===== src/rtl/dcl_pkg.sv =====
package dcl_pkg;
   typedef enum logic [1:0] {
      ST_COLLECT = 2'd0,
      ST_SHIFT   = 2'd1,
      ST_STROBE  = 2'd2
   } dcl_state_t;
endpackage


===== src/rtl/dcl_halftick.sv =====
module dcl_halftick #(
   parameter int HALF_CYC = 13
) (
   input  logic clk,
   input  logic rst_n,
   input  logic run,
   output logic tick
);
   localparam int CW = (HALF_CYC > 1) ? $clog2(HALF_CYC) : 1;

   logic [CW-1:0] cnt_q;

   generate
      if (HALF_CYC < 1) begin : g_bad
         $error("dcl_halftick: HALF_CYC must be at least 1");
      end
   endgenerate

   assign tick = run && (cnt_q == CW'(HALF_CYC - 1));

   always_ff @(posedge clk or negedge rst_n) begin
      if (!rst_n)      cnt_q <= '0;
      else if (!run)   cnt_q <= '0;
      else if (tick)   cnt_q <= '0;
      else             cnt_q <= cnt_q + 1'b1;
   end

   // the count never passes the half period limit
   a_r6_cnt_bound: assert property (@(posedge clk) disable iff (!rst_n)
      cnt_q <= CW'(HALF_CYC - 1));
endmodule


===== src/rtl/dcl_frame_buf.sv =====
module dcl_frame_buf #(
   parameter int NDEV   = 3,
   parameter int WORD_W = 16
) (
   input  logic              clk,
   input  logic              rst_n,
   input  logic              wr,
   input  logic [((NDEV > 1) ? $clog2(NDEV) : 1)-1:0] wr_idx,
   input  logic [WORD_W-1:0] wr_data,
   input  logic              shift,
   output logic              head_bit
);
   localparam int TOT = NDEV * WORD_W;

   logic [TOT-1:0] frame_q;

   generate
      if (NDEV < 1) begin : g_bad_n
         $error("dcl_frame_buf: NDEV must be at least 1");
      end
      if (WORD_W < 2) begin : g_bad_w
         $error("dcl_frame_buf: WORD_W must be at least 2");
      end
   endgenerate

   // Slice k holds the word for chain position k; the top slice leaves first.
   always_ff @(posedge clk or negedge rst_n) begin
      if (!rst_n)       frame_q <= '0;
      else if (wr)      frame_q[int'(wr_idx)*WORD_W +: WORD_W] <= wr_data;
      else if (shift)   frame_q <= {frame_q[TOT-2:0], 1'b0};
   end

   assign head_bit = frame_q[TOT-1];

   // loading and shifting never overlap
   a_r4_no_wr_shift: assert property (@(posedge clk) disable iff (!rst_n)
      !(wr && shift));
endmodule


===== src/rtl/dcl_strobe_sel.sv =====
module dcl_strobe_sel #(
   parameter int NDEV        = 3,
   parameter bit PER_DEV_UPD = 1'b1,
   localparam int A1W        = PER_DEV_UPD ? NDEV : 1
) (
   input  logic            clk,
   input  logic            rst_n,
   input  logic            cap,
   input  logic [NDEV-1:0] mask_in,
   input  logic            active,
   output logic [A1W-1:0]  upd_n
);
   generate
      if (PER_DEV_UPD) begin : g_per_dev
         logic [NDEV-1:0] mask_q;
         always_ff @(posedge clk or negedge rst_n) begin
            if (!rst_n)   mask_q <= '0;
            else if (cap) mask_q <= mask_in;
         end
         assign upd_n = ~(mask_q & {NDEV{active}});

         // the selection cannot move during an update window
         a_r9_mask_frozen: assert property (@(posedge clk) disable iff (!rst_n)
            active |-> !cap);
      end else begin : g_shared
         assign upd_n = ~active;
      end
   endgenerate
endmodule


===== src/rtl/dchain_loader.sv =====
module dchain_loader
   import dcl_pkg::*;
#(
   parameter int NDEV        = 3,
   parameter int WORD_W      = 16,
   parameter int HALF_CYC    = 13,
   parameter bit PER_DEV_UPD = 1'b1
) (
   input  logic                                clk,
   input  logic                                rst_n,
   input  logic                                s_valid,
   output logic                                s_ready,
   input  logic [WORD_W-1:0]                   s_data,
   input  logic [NDEV-1:0]                     s_mask,
   output logic                                dac_clk,
   output logic                                dac_sdi,
   output logic                                dac_a0_n,
   output logic [(PER_DEV_UPD ? NDEV : 1)-1:0] dac_a1_n
);
   localparam int TOT = NDEV * WORD_W;
   localparam int IW  = (NDEV > 1) ? $clog2(NDEV) : 1;
   localparam int BW  = $clog2(TOT);
   localparam int RW  = $clog2(TOT + 1);
   localparam int A1W = PER_DEV_UPD ? NDEV : 1;

   generate
      if (NDEV < 1) begin : g_bad_n
         $error("dchain_loader: NDEV must be at least 1");
      end
      if (WORD_W < 2) begin : g_bad_w
         $error("dchain_loader: WORD_W must be at least 2");
      end
   endgenerate

   dcl_state_t    st_q;
   logic          ph_q;
   logic [IW-1:0] wcnt_q;
   logic [BW-1:0] bcnt_q;
   logic          tick;
   logic          accept;
   logic          last_beat;
   logic          fall_now;
   logic          head_bit;

   assign accept    = s_valid && s_ready;
   assign last_beat = (wcnt_q == IW'(NDEV - 1));
   assign fall_now  = tick && ph_q;

   dcl_halftick #(.HALF_CYC(HALF_CYC)) u_tick (
      .clk  (clk),
      .rst_n(rst_n),
      .run  (st_q != ST_COLLECT),
      .tick (tick)
   );

   dcl_frame_buf #(.NDEV(NDEV), .WORD_W(WORD_W)) u_buf (
      .clk     (clk),
      .rst_n   (rst_n),
      .wr      (accept),
      .wr_idx  (wcnt_q),
      .wr_data (s_data),
      .shift   ((st_q == ST_SHIFT) && fall_now),
      .head_bit(head_bit)
   );

   dcl_strobe_sel #(.NDEV(NDEV), .PER_DEV_UPD(PER_DEV_UPD)) u_sel (
      .clk    (clk),
      .rst_n  (rst_n),
      .cap    (accept && last_beat),
      .mask_in(s_mask),
      .active (st_q == ST_STROBE),
      .upd_n  (dac_a1_n)
   );

   always_ff @(posedge clk or negedge rst_n) begin
      if (!rst_n) begin
         st_q   <= ST_COLLECT;
         ph_q   <= 1'b0;
         wcnt_q <= '0;
         bcnt_q <= '0;
      end else begin
         unique case (st_q)
            ST_COLLECT: begin
               if (accept) begin
                  if (last_beat) begin
                     wcnt_q <= '0;
                     bcnt_q <= '0;
                     ph_q   <= 1'b0;
                     st_q   <= ST_SHIFT;
                  end else begin
                     wcnt_q <= wcnt_q + 1'b1;
                  end
               end
            end
            ST_SHIFT: begin
               if (tick) begin
                  ph_q <= ~ph_q;
                  if (ph_q) begin
                     if (bcnt_q == BW'(TOT - 1)) st_q <= ST_STROBE;
                     else                        bcnt_q <= bcnt_q + 1'b1;
                  end
               end
            end
            ST_STROBE: begin
               if (tick) begin
                  ph_q <= ~ph_q;
                  if (ph_q) st_q <= ST_COLLECT;
               end
            end
            default: st_q <= ST_COLLECT;
         endcase
      end
   end

   assign s_ready  = (st_q == ST_COLLECT);
   assign dac_clk  = ph_q;
   assign dac_sdi  = (st_q == ST_SHIFT) ? head_bit : 1'b0;
   assign dac_a0_n = (st_q != ST_SHIFT);

   // Edge counter watched by the assertions below
   logic          clk_d_q;
   logic [RW-1:0] rise_q;
   always_ff @(posedge clk or negedge rst_n) begin
      if (!rst_n) begin
         clk_d_q <= 1'b0;
         rise_q  <= '0;
      end else begin
         clk_d_q <= dac_clk;
         if (dac_a0_n)                 rise_q <= '0;
         else if (dac_clk && !clk_d_q) rise_q <= rise_q + 1'b1;
      end
   end

   // nothing is accepted while shifting
   a_r2_busy_not_ready: assert property (@(posedge clk) disable iff (!rst_n)
      !dac_a0_n |-> !s_ready);
   // one shift window holds exactly one frame of rising edges
   a_r3_frame_edges: assert property (@(posedge clk) disable iff (!rst_n)
      $rose(dac_a0_n) |-> (rise_q == RW'(TOT)));
   // data is held through every high phase
   a_r5_sdi_hold: assert property (@(posedge clk) disable iff (!rst_n)
      dac_clk |-> $stable(dac_sdi));
   // control lines move only with the serial clock low
   a_r7_a0_edge: assert property (@(posedge clk) disable iff (!rst_n)
      !$stable(dac_a0_n) |-> !dac_clk);
   a_r7_a1_edge: assert property (@(posedge clk) disable iff (!rst_n)
      !$stable(dac_a1_n) |-> !dac_clk);
   // shift select and update are never active together
   a_r7_exclusive: assert property (@(posedge clk) disable iff (!rst_n)
      !dac_a0_n |-> (dac_a1_n == {A1W{1'b1}}));
endmodule


===== config.mk =====
export PLATFORM = sky130hd
export DESIGN_NAME = dchain_loader
export DESIGN_NICKNAME = d
export VERILOG_FILES = /design/src/rtl/dcl_pkg.sv /design/src/rtl/dcl_halftick.sv /design/src/rtl/dcl_frame_buf.sv /design/src/rtl/dcl_strobe_sel.sv /design/src/rtl/dchain_loader.sv
export SDC_FILE = /design/constraint.sdc
export NUM_CORES = 1
export LEC_CHECK = 0
export BUFFER_PORTS_ARGS = -buffer_cell sky130_fd_sc_hd__buf_2
export CAP_MARGIN = 20
export CORE_MARGIN = 3
export CORE_UTILIZATION = 49
export DETAILED_ROUTE_END_ITERATION = 12
export GPL_TIMING_DRIVEN = 0
export PLACE_DENSITY = 0.71
export SLEW_MARGIN = 25
export SYNTH_ARGS = -nofsm -noshare
export SYNTH_HDL_FRONTEND = slang
export SYNTH_SLANG_ARGS = --single-unit
export TNS_END_PERCENT = 30

===== constraint.sdc =====
create_clock -name clk -period 1.6 [get_ports clk]
set_input_delay 0.08 -clock clk [delete_from_list [all_inputs] [get_ports clk]]
set_output_delay 0.08 -clock clk [all_outputs]
set_load 0.1 [all_outputs]

==> metrics.csv, run 1 <==
stage,metric,value,unit
pwr,total power,0.00762,W
global_routing,total track usage,0.235,
cells_and_area,Antenna Cells,0,
clock_network,clk root buf,clkbuf_8,
synthesis,Synth Area per Inst,10.7,um^2
die,initial core utilization,0.519,
sta,slew at the pin closest to its max-slew limit,489,ps
critical_path,crit path DAT,1940,ps
cells_and_area,Post-layout nets,426,
sta,setup violators final,54,
synthesis,#FFs+latches synth,66,
critical_path,WP data required,1820,ps
drt,initial drt markers,298,
cells_and_area,Layout Cells excl Fill,475,
synthesis,Area contributors post-synth,"dfrtp_1, a32oi_1, nand2_1",
placed_design,DP Cell Count,421,
critical_path,reg2reg path depth,7,
die,I/O pin count,29,
placed_design,detailed placement HPWL,5.47,mm
sta,Tcrit/Tclk final,1.07,
synthesis,Post-Syn Nets,348,
synthesis,Synth Warn #,0,
synthesis,gate count after technology mapping,315,
sta,Max Fclk,0.582,GHz
pwr,P_leak,2.08,nW
critical_path,worst-path maximum fanout,8,
pwr,Power Density,1640,nW/um^2
synthesis,ys async rst share,1.00,
sta,Hold Slack,16.3,ps
sta,final worst slack,-118,ps
critical_path,CP Launch Type,flop,
die,Site Rows,29,
drt,drt total wl,9.28,mm
cells_and_area,share of layout cells above drive strength 1,0.427,
synthesis,mapped cell area,3370,um^2
die,die width,88.9,um
cells_and_area,"most common cell after layout, fill and taps aside",dfrtp_1,
flow_run,Max Cap Violations,0,
sta,"Slew Viols, Final",0,
synthesis,post-synth top area share,0.490,
sta,clock skew,11.2,ps
critical_path,register-to-register setup slack,-120,ps
die,Core Region,6490,um^2
critical_path,Setup Crit Path Kind,reg -> reg,
global_routing,first-pass GRT wire length,14.1,mm
clock_network,CTS tree,built,
drt,via count,2946,
global_routing,global route total overflow,0,
die,Die Y,88.9,um
drt,detailed-route DRC error count,0,
global_routing,largest net degree at the start of global routing,35,
hold_path,Hold Path Class,in -> reg,
clock_network,CTS buffer count,9,
critical_path,r2r startpoint,u_tick.cnt_q[0],
critical_path,Worst setup EP type,flop,
cells_and_area,Area Growth Syn to Fin,37.6,%
drt,WL/cell,19.5,um
synthesis,most used flip-flop cell after synthesis,dfrtp_1,
drt,TritonRoute pass-1 iters,5,
hold_path,hold_sp,s_data[9],
clock_network,Clock Sinks,66,
clock_network,number of H-tree levels,3,
placed_design,IO Port Bufs,28,
sta,Final Hold Viols,0,
status,outcome,"finished, violations left",
synthesis,register area share after synthesis,0.490,
synthesis,dominant cell type by area after synthesis,dfrtp_1,
synthesis,count of flip-flops with a built-in enable after synthesis,0,
clock_network,Clock Latency Late Sink,350,ps
global_routing,vias in the first global route,2864,
sta,Tmin final,1720,ps
die,die area,7910,um^2
cells_and_area,"commonest non-fill, non-tap cells in the layout","dfrtp_1, a32oi_1, nand2_1, buf_4, buf_2",
placed_design,routability congestion estimate,0.796,
pwr,Max VDD drop,0.00109,V
hold_path,Hold Path Cell Cnt,2,
status,failing checks,setup timing,
sta,relative slew slack,0.676,
drt,vias per cell,6.20,
critical_path,Worst Setup SP,u_tick.cnt_q[0],
sta,RSZ-0062 raised after global routing,true,
placed_design,DP Worst Slack,-508,ps
clock_network,"Clk pin slew, worst setup/hold paths",80,ps
clock_network,maximum root-to-sink buffer count,2,
drt,post-route ant nets,0,
global_routing,antenna violations before repair,0,
synthesis,synth unique cells,44,
[cell usage after synthesis (all sizes together), types with 4 or more instances]
library cell   n
nand4          4
a221o         16
o21ai         35
buf           19
and3          22
ha            11
dfrtp         66
clkbuf         6
nand2         43
nor2           5
a32oi         33
mux2           4
a21oi          9
inv           10
a31oi          4
[what timing repair did]
action,in CTS,in global routing
hold endpoints to repair,35,0
setup endpoints to repair,66,67
gates cloned,3,3
buffers inserted,20,9
hold buffers,4,0
gates resized for setup,77,69
pin swaps,19,14
[per-stage QoR]
step,setup TNS (ps),util,area [um^2]
2_1_floorplan,-12930,-,3410
3_3_place_gp,-15510,0.562,3650
3_5_place_dp,-16290,0.565,3670
4_1_cts,-4150,0.665,4320
5_1_grt,-7930,0.714,4640
6_report,-3070,0.714,4640
[sequential cells by signal, indices dropped and copies added (netlist names)]
name and flops:
dac_clk 1, u_sel.g_per_dev.mask_q 3, u_tick.cnt_q 4, wcnt_q 2, u_buf.frame_q 48, bcnt_q 6, st_q 2
[path summary, 6_finish.rpt]
check | endpoint
min reg2reg | u_buf.frame_q[24]
max reg2reg | u_buf.frame_q[39]
min | u_buf.frame_q[41]
max | u_buf.frame_q[39]
max in group asynchronous | u_buf.frame_q[29]
min in group asynchronous | u_sel.g_per_dev.mask_q[2]
[cells by family after synthesis]
kind of cell | synth area share
AOI/OAI and AO/OA | 0.251
adders and majority gates | 0.0408
buffers and inverters | 0.0598
DFF | 0.490
muxes | 0.0134
and+or+nand+nor | 0.145
[critical path, stage by stage, from the launching register on]
cell	delay, ps
dfrtp_1	400
inv_2	90
ha_4	140
and3_4	260
nand3_4	140
buf_6	160
and3_4	160
a221o_1	260
[area by class of cell]
cell class                 instances  area (um^2)
clock buffer                      10          138
clock inverter                     6         90.1
sequential                        66         1650
fill                             425         1860
inverter                          10         46.3
multi-input combinational        215         1770
tap                               77         96.3
buffer                            24          260
timing repair buffer              67          587
[layer usage]
| layer | routed length [um] | global-route usage | part of all wire | vias to the layer above |
|---|---|---|---|---|
| li1 | - | - | - | 1357 |
| met1 | 4060 | 0.326 | 0.44 | 1476 |
| met2 | 4590 | 0.361 | 0.49 | 92 |
| met3 | 469 | 0.0516 | 0.051 | 21 |
| met4 | 167 | 0.0893 | 0.018 | 0 |
| met5 | 0 | 0 | 0 | - |
[power breakdown]
part	internal [W]	switching [W]
Clock	0.000922	0.000685
Sequential	0.00217	0.000335
Combinational	0.00166	0.00184
Note: power is estimated with default switching activity, not from simulation.
==> inputs of run 2 (changes only) <==
Settings changed: BUFFER_PORTS_ARGS -buffer_cell sky130_fd_sc_hd__buf_2 to -buffer_cell sky130_fd_sc_hd__clkbuf_2.
==> run 2 against run 1 <==
Against the previous run:
- the run still ends with setup timing left
- die area stayed put
- design area shrank 6.0%
- non-clock buffer count shrank 9
- clock power decreased by 25%
- final cell count shrank 1.9%
- clock skew down 1.1 ps
- power down 11%
- maximum frequency shrank 3.8%
- critical endpoint is now st_q[0]
- largest cell class is now registers
==> metrics.csv, run 2 (synthesis gave the netlist of run 1 again) <==
stage,metric,value,unit,change
pwr,sw power,0.00264,W,-7.7%
cells_and_area,Layout fillers,455,,+7.1%
pwr,Clock Power Share,0.177,,-0.034
global_routing,global route total overflow,0,,unchanged
global_routing,largest net degree at the start of global routing,35,,unchanged
sta,Max Fclk,0.560,GHz,-3.8%
critical_path,crit path DAT,2020,ps,+80 ps
cells_and_area,max reg flops,48,,unchanged
clock_network,clk root buf,clkbuf_8,,
flow_run,Max Cap Violations,0,,unchanged
drt,detailed-route DRC error count,0,,unchanged
placed_design,DP Cell Count,421,,unchanged
clock_network,number of H-tree levels,3,,unchanged
cells_and_area,Largest Register,u_buf.frame_q,,
pwr,combinational share of power,0.459,,about the same
drt,via count,2923,,-0.78%
pwr,Power Density,1560,nW/um^2,-4.9%
cells_and_area,area of the multi-input gates,1640,um^2,-6.9%
die,die area,7910,um^2,unchanged
cells_and_area,Post-layout nets,417,,-2.1%
placed_design,routability congestion estimate,0.782,,-1.7%
clock_network,Clock Sinks,66,,unchanged
critical_path,worst-path maximum fanout,11,,+3
die,Die Y,88.9,um,unchanged
clock_network,CTS buffer count,9,,unchanged
status,failing checks,setup timing,,
die,initial core utilization,0.519,,unchanged
sta,slew at the pin closest to its max-slew limit,543,ps,+53.4 ps
pwr,P_leak,1.97,nW,-5.4%
drt,post-route ant nets,0,,unchanged
sta,Tmin final,1790,ps,+68.0 ps
cells_and_area,Largest regs,"u_buf.frame_q x48, bcnt_q x6, u_tick.cnt_q x4",,
placed_design,DP Worst Slack,-535,ps,-26.9 ps
hold_path,Hold Path Class,in -> reg,,
die,Site Rows,29,,unchanged
placed_design,detailed placement HPWL,5.57,mm,+1.9%
critical_path,WP data required,1840,ps,+20 ps
critical_path,Worst Setup SP,st_q[1],,
global_routing,vias in the first global route,2938,,+2.6%
pwr,Max VDD drop,0.000931,V,-15%
sta,final worst slack,-186,ps,-68.0 ps
pwr,Sequential Power Share,0.364,,+0.035
drt,vias per cell,6.27,,+1.1%
cells_and_area,"most common cell after layout, fill and taps aside",dfrtp_1,,
hold_path,hold_sp,s_data[9],,
drt,TritonRoute pass-1 iters,4,,-1
clock_network,"Clk pin slew, worst setup/hold paths",80,ps,about the same
die,die width,88.9,um,unchanged
cells_and_area,Layout Cells excl Fill,466,,-1.9%
sta,Final Hold Viols,0,,unchanged
clock_network,maximum root-to-sink buffer count,2,,unchanged
sta,clock skew,10.1,ps,-1.08 ps
sta,"Slew Viols, Final",0,,unchanged
global_routing,total track usage,0.237,,+0.00238
cells_and_area,Antenna Cells,0,,unchanged
die,Core Region,6490,um^2,unchanged
placed_design,IO Port Bufs,28,,unchanged
sta,Tcrit/Tclk final,1.12,,+0.0425
cells_and_area,Area Growth Syn to Fin,29.3,%,
pwr,Switching Share,0.388,,+0.0126
critical_path,Setup Crit Path Kind,reg -> reg,,
critical_path,r2r startpoint,st_q[1],,
status,outcome,"finished, violations left",,
cells_and_area,FF/Latch Area,1650,um^2,unchanged
pwr,P_int,0.00416,W,-12%
sta,relative slew slack,0.640,,-0.0363
cells_and_area,Util after Layout,0.671,,-0.0432
pwr,total power,0.00681,W,-11%
cells_and_area,"commonest non-fill, non-tap cells in the layout","dfrtp_1, nand2_1, a32oi_1, buf_4, o21ai_1",,
drt,initial drt markers,191,,-36%
sta,RSZ-0062 raised after global routing,true,,
critical_path,Worst setup EP type,flop,,
cells_and_area,share of layout cells above drive strength 1,0.344,,-0.0827
global_routing,antenna violations before repair,0,,unchanged
sta,setup violators final,56,,+3.7%
clock_network,Clock Latency Late Sink,350,ps,about the same
drt,WL/cell,18.8,um,-3.9%
global_routing,first-pass GRT wire length,14.3,mm,+1.9%
die,I/O pin count,29,,unchanged
clock_network,CTS tree,built,,
drt,drt total wl,8.75,mm,-5.8%
critical_path,CP Launch Type,flop,,
==> run 2: layer usage <==
metal | GRT usage | vias to the layer above | routed length [um]
li1 | - | 1343 | -
met1 | 0.321 | 1484 | 3910
met2 | 0.374 | 77 | 4220
met3 | 0.0516 | 19 | 412
met4 | 0.0920 | 0 | 198
met5 | 0 | - | 0
==> run 2: path summary, 6_finish.rpt <==
kind	endpoint	slack [ps]	cells after the start
max reg2reg	st_q[0]	-190	8
max	st_q[0]	-190	8
min reg2reg	u_buf.frame_q[20]	490	2
max in group asynchronous	u_buf.frame_q[12]	790	3
min in group asynchronous	u_sel.g_per_dev.mask_q[2]	260	2
min	u_buf.frame_q[41]	20	2
==> run 2: stage by stage <==
| step | cell area, um^2 | TNS [ps] | hold WS [ps] |
|---|---|---|---|
| floorplan | 3410 | -12930 | -216 |
| global placement | 3650 | -17530 | 313 |
| detailed placement | 3670 | -17200 | 102 |
| CTS | 4200 | -5100 | 4.50 |
| global route | 4360 | -10650 | 18.7 |
| finish | 4360 | -6130 | 19.1 |
==> run 2: critical path, stage by stage, from the launching register on <==
cell,delay (ps)
dfrtp_1,410
inv_2,110
buf_4,130
ha_4,150
buf_12,150
clkinvlp_4,140
a31oi_1,210
a21oi_1,90
mux2_2,280
==> run 2: power by group through the flow <==
stage / Combinational [W] / Clock, W / Sequential (W)
5_1_grt: 0.00342 / 0.00131 / 0.00253
2_1_floorplan: 0.00191 / 0 / 0.00241
4_1_cts: 0.00283 / 0.00123 / 0.00245
6_report: 0.00312 / 0.00121 / 0.00248
3_3_place_gp: 0.00231 / 0 / 0.00248
3_5_place_dp: 0.00238 / 0 / 0.00250
==> run 2: area by class of cell <==
| cell class | count | share of cell area |
|---|---|---|
| sequential | 66 | 0.380 |
| multi-input combinational | 215 | 0.377 |
| timing repair buffer | 58 | 0.115 |
| buffer | 24 | 0.0589 |
| clock buffer | 11 | 0.0302 |
| tap | 77 | 0.0221 |
| inverter | 10 | 0.00948 |
| clock inverter | 5 | 0.00718 |
==> run 2: timing repair <==
item,in CTS,in global routing
setup endpoints to repair,66,65
setup buffers,17,6
resized for setup,48,50
hold endpoints to repair,35,0
pin swaps,13,4
gates cloned,3,0
hold buffers,4,0
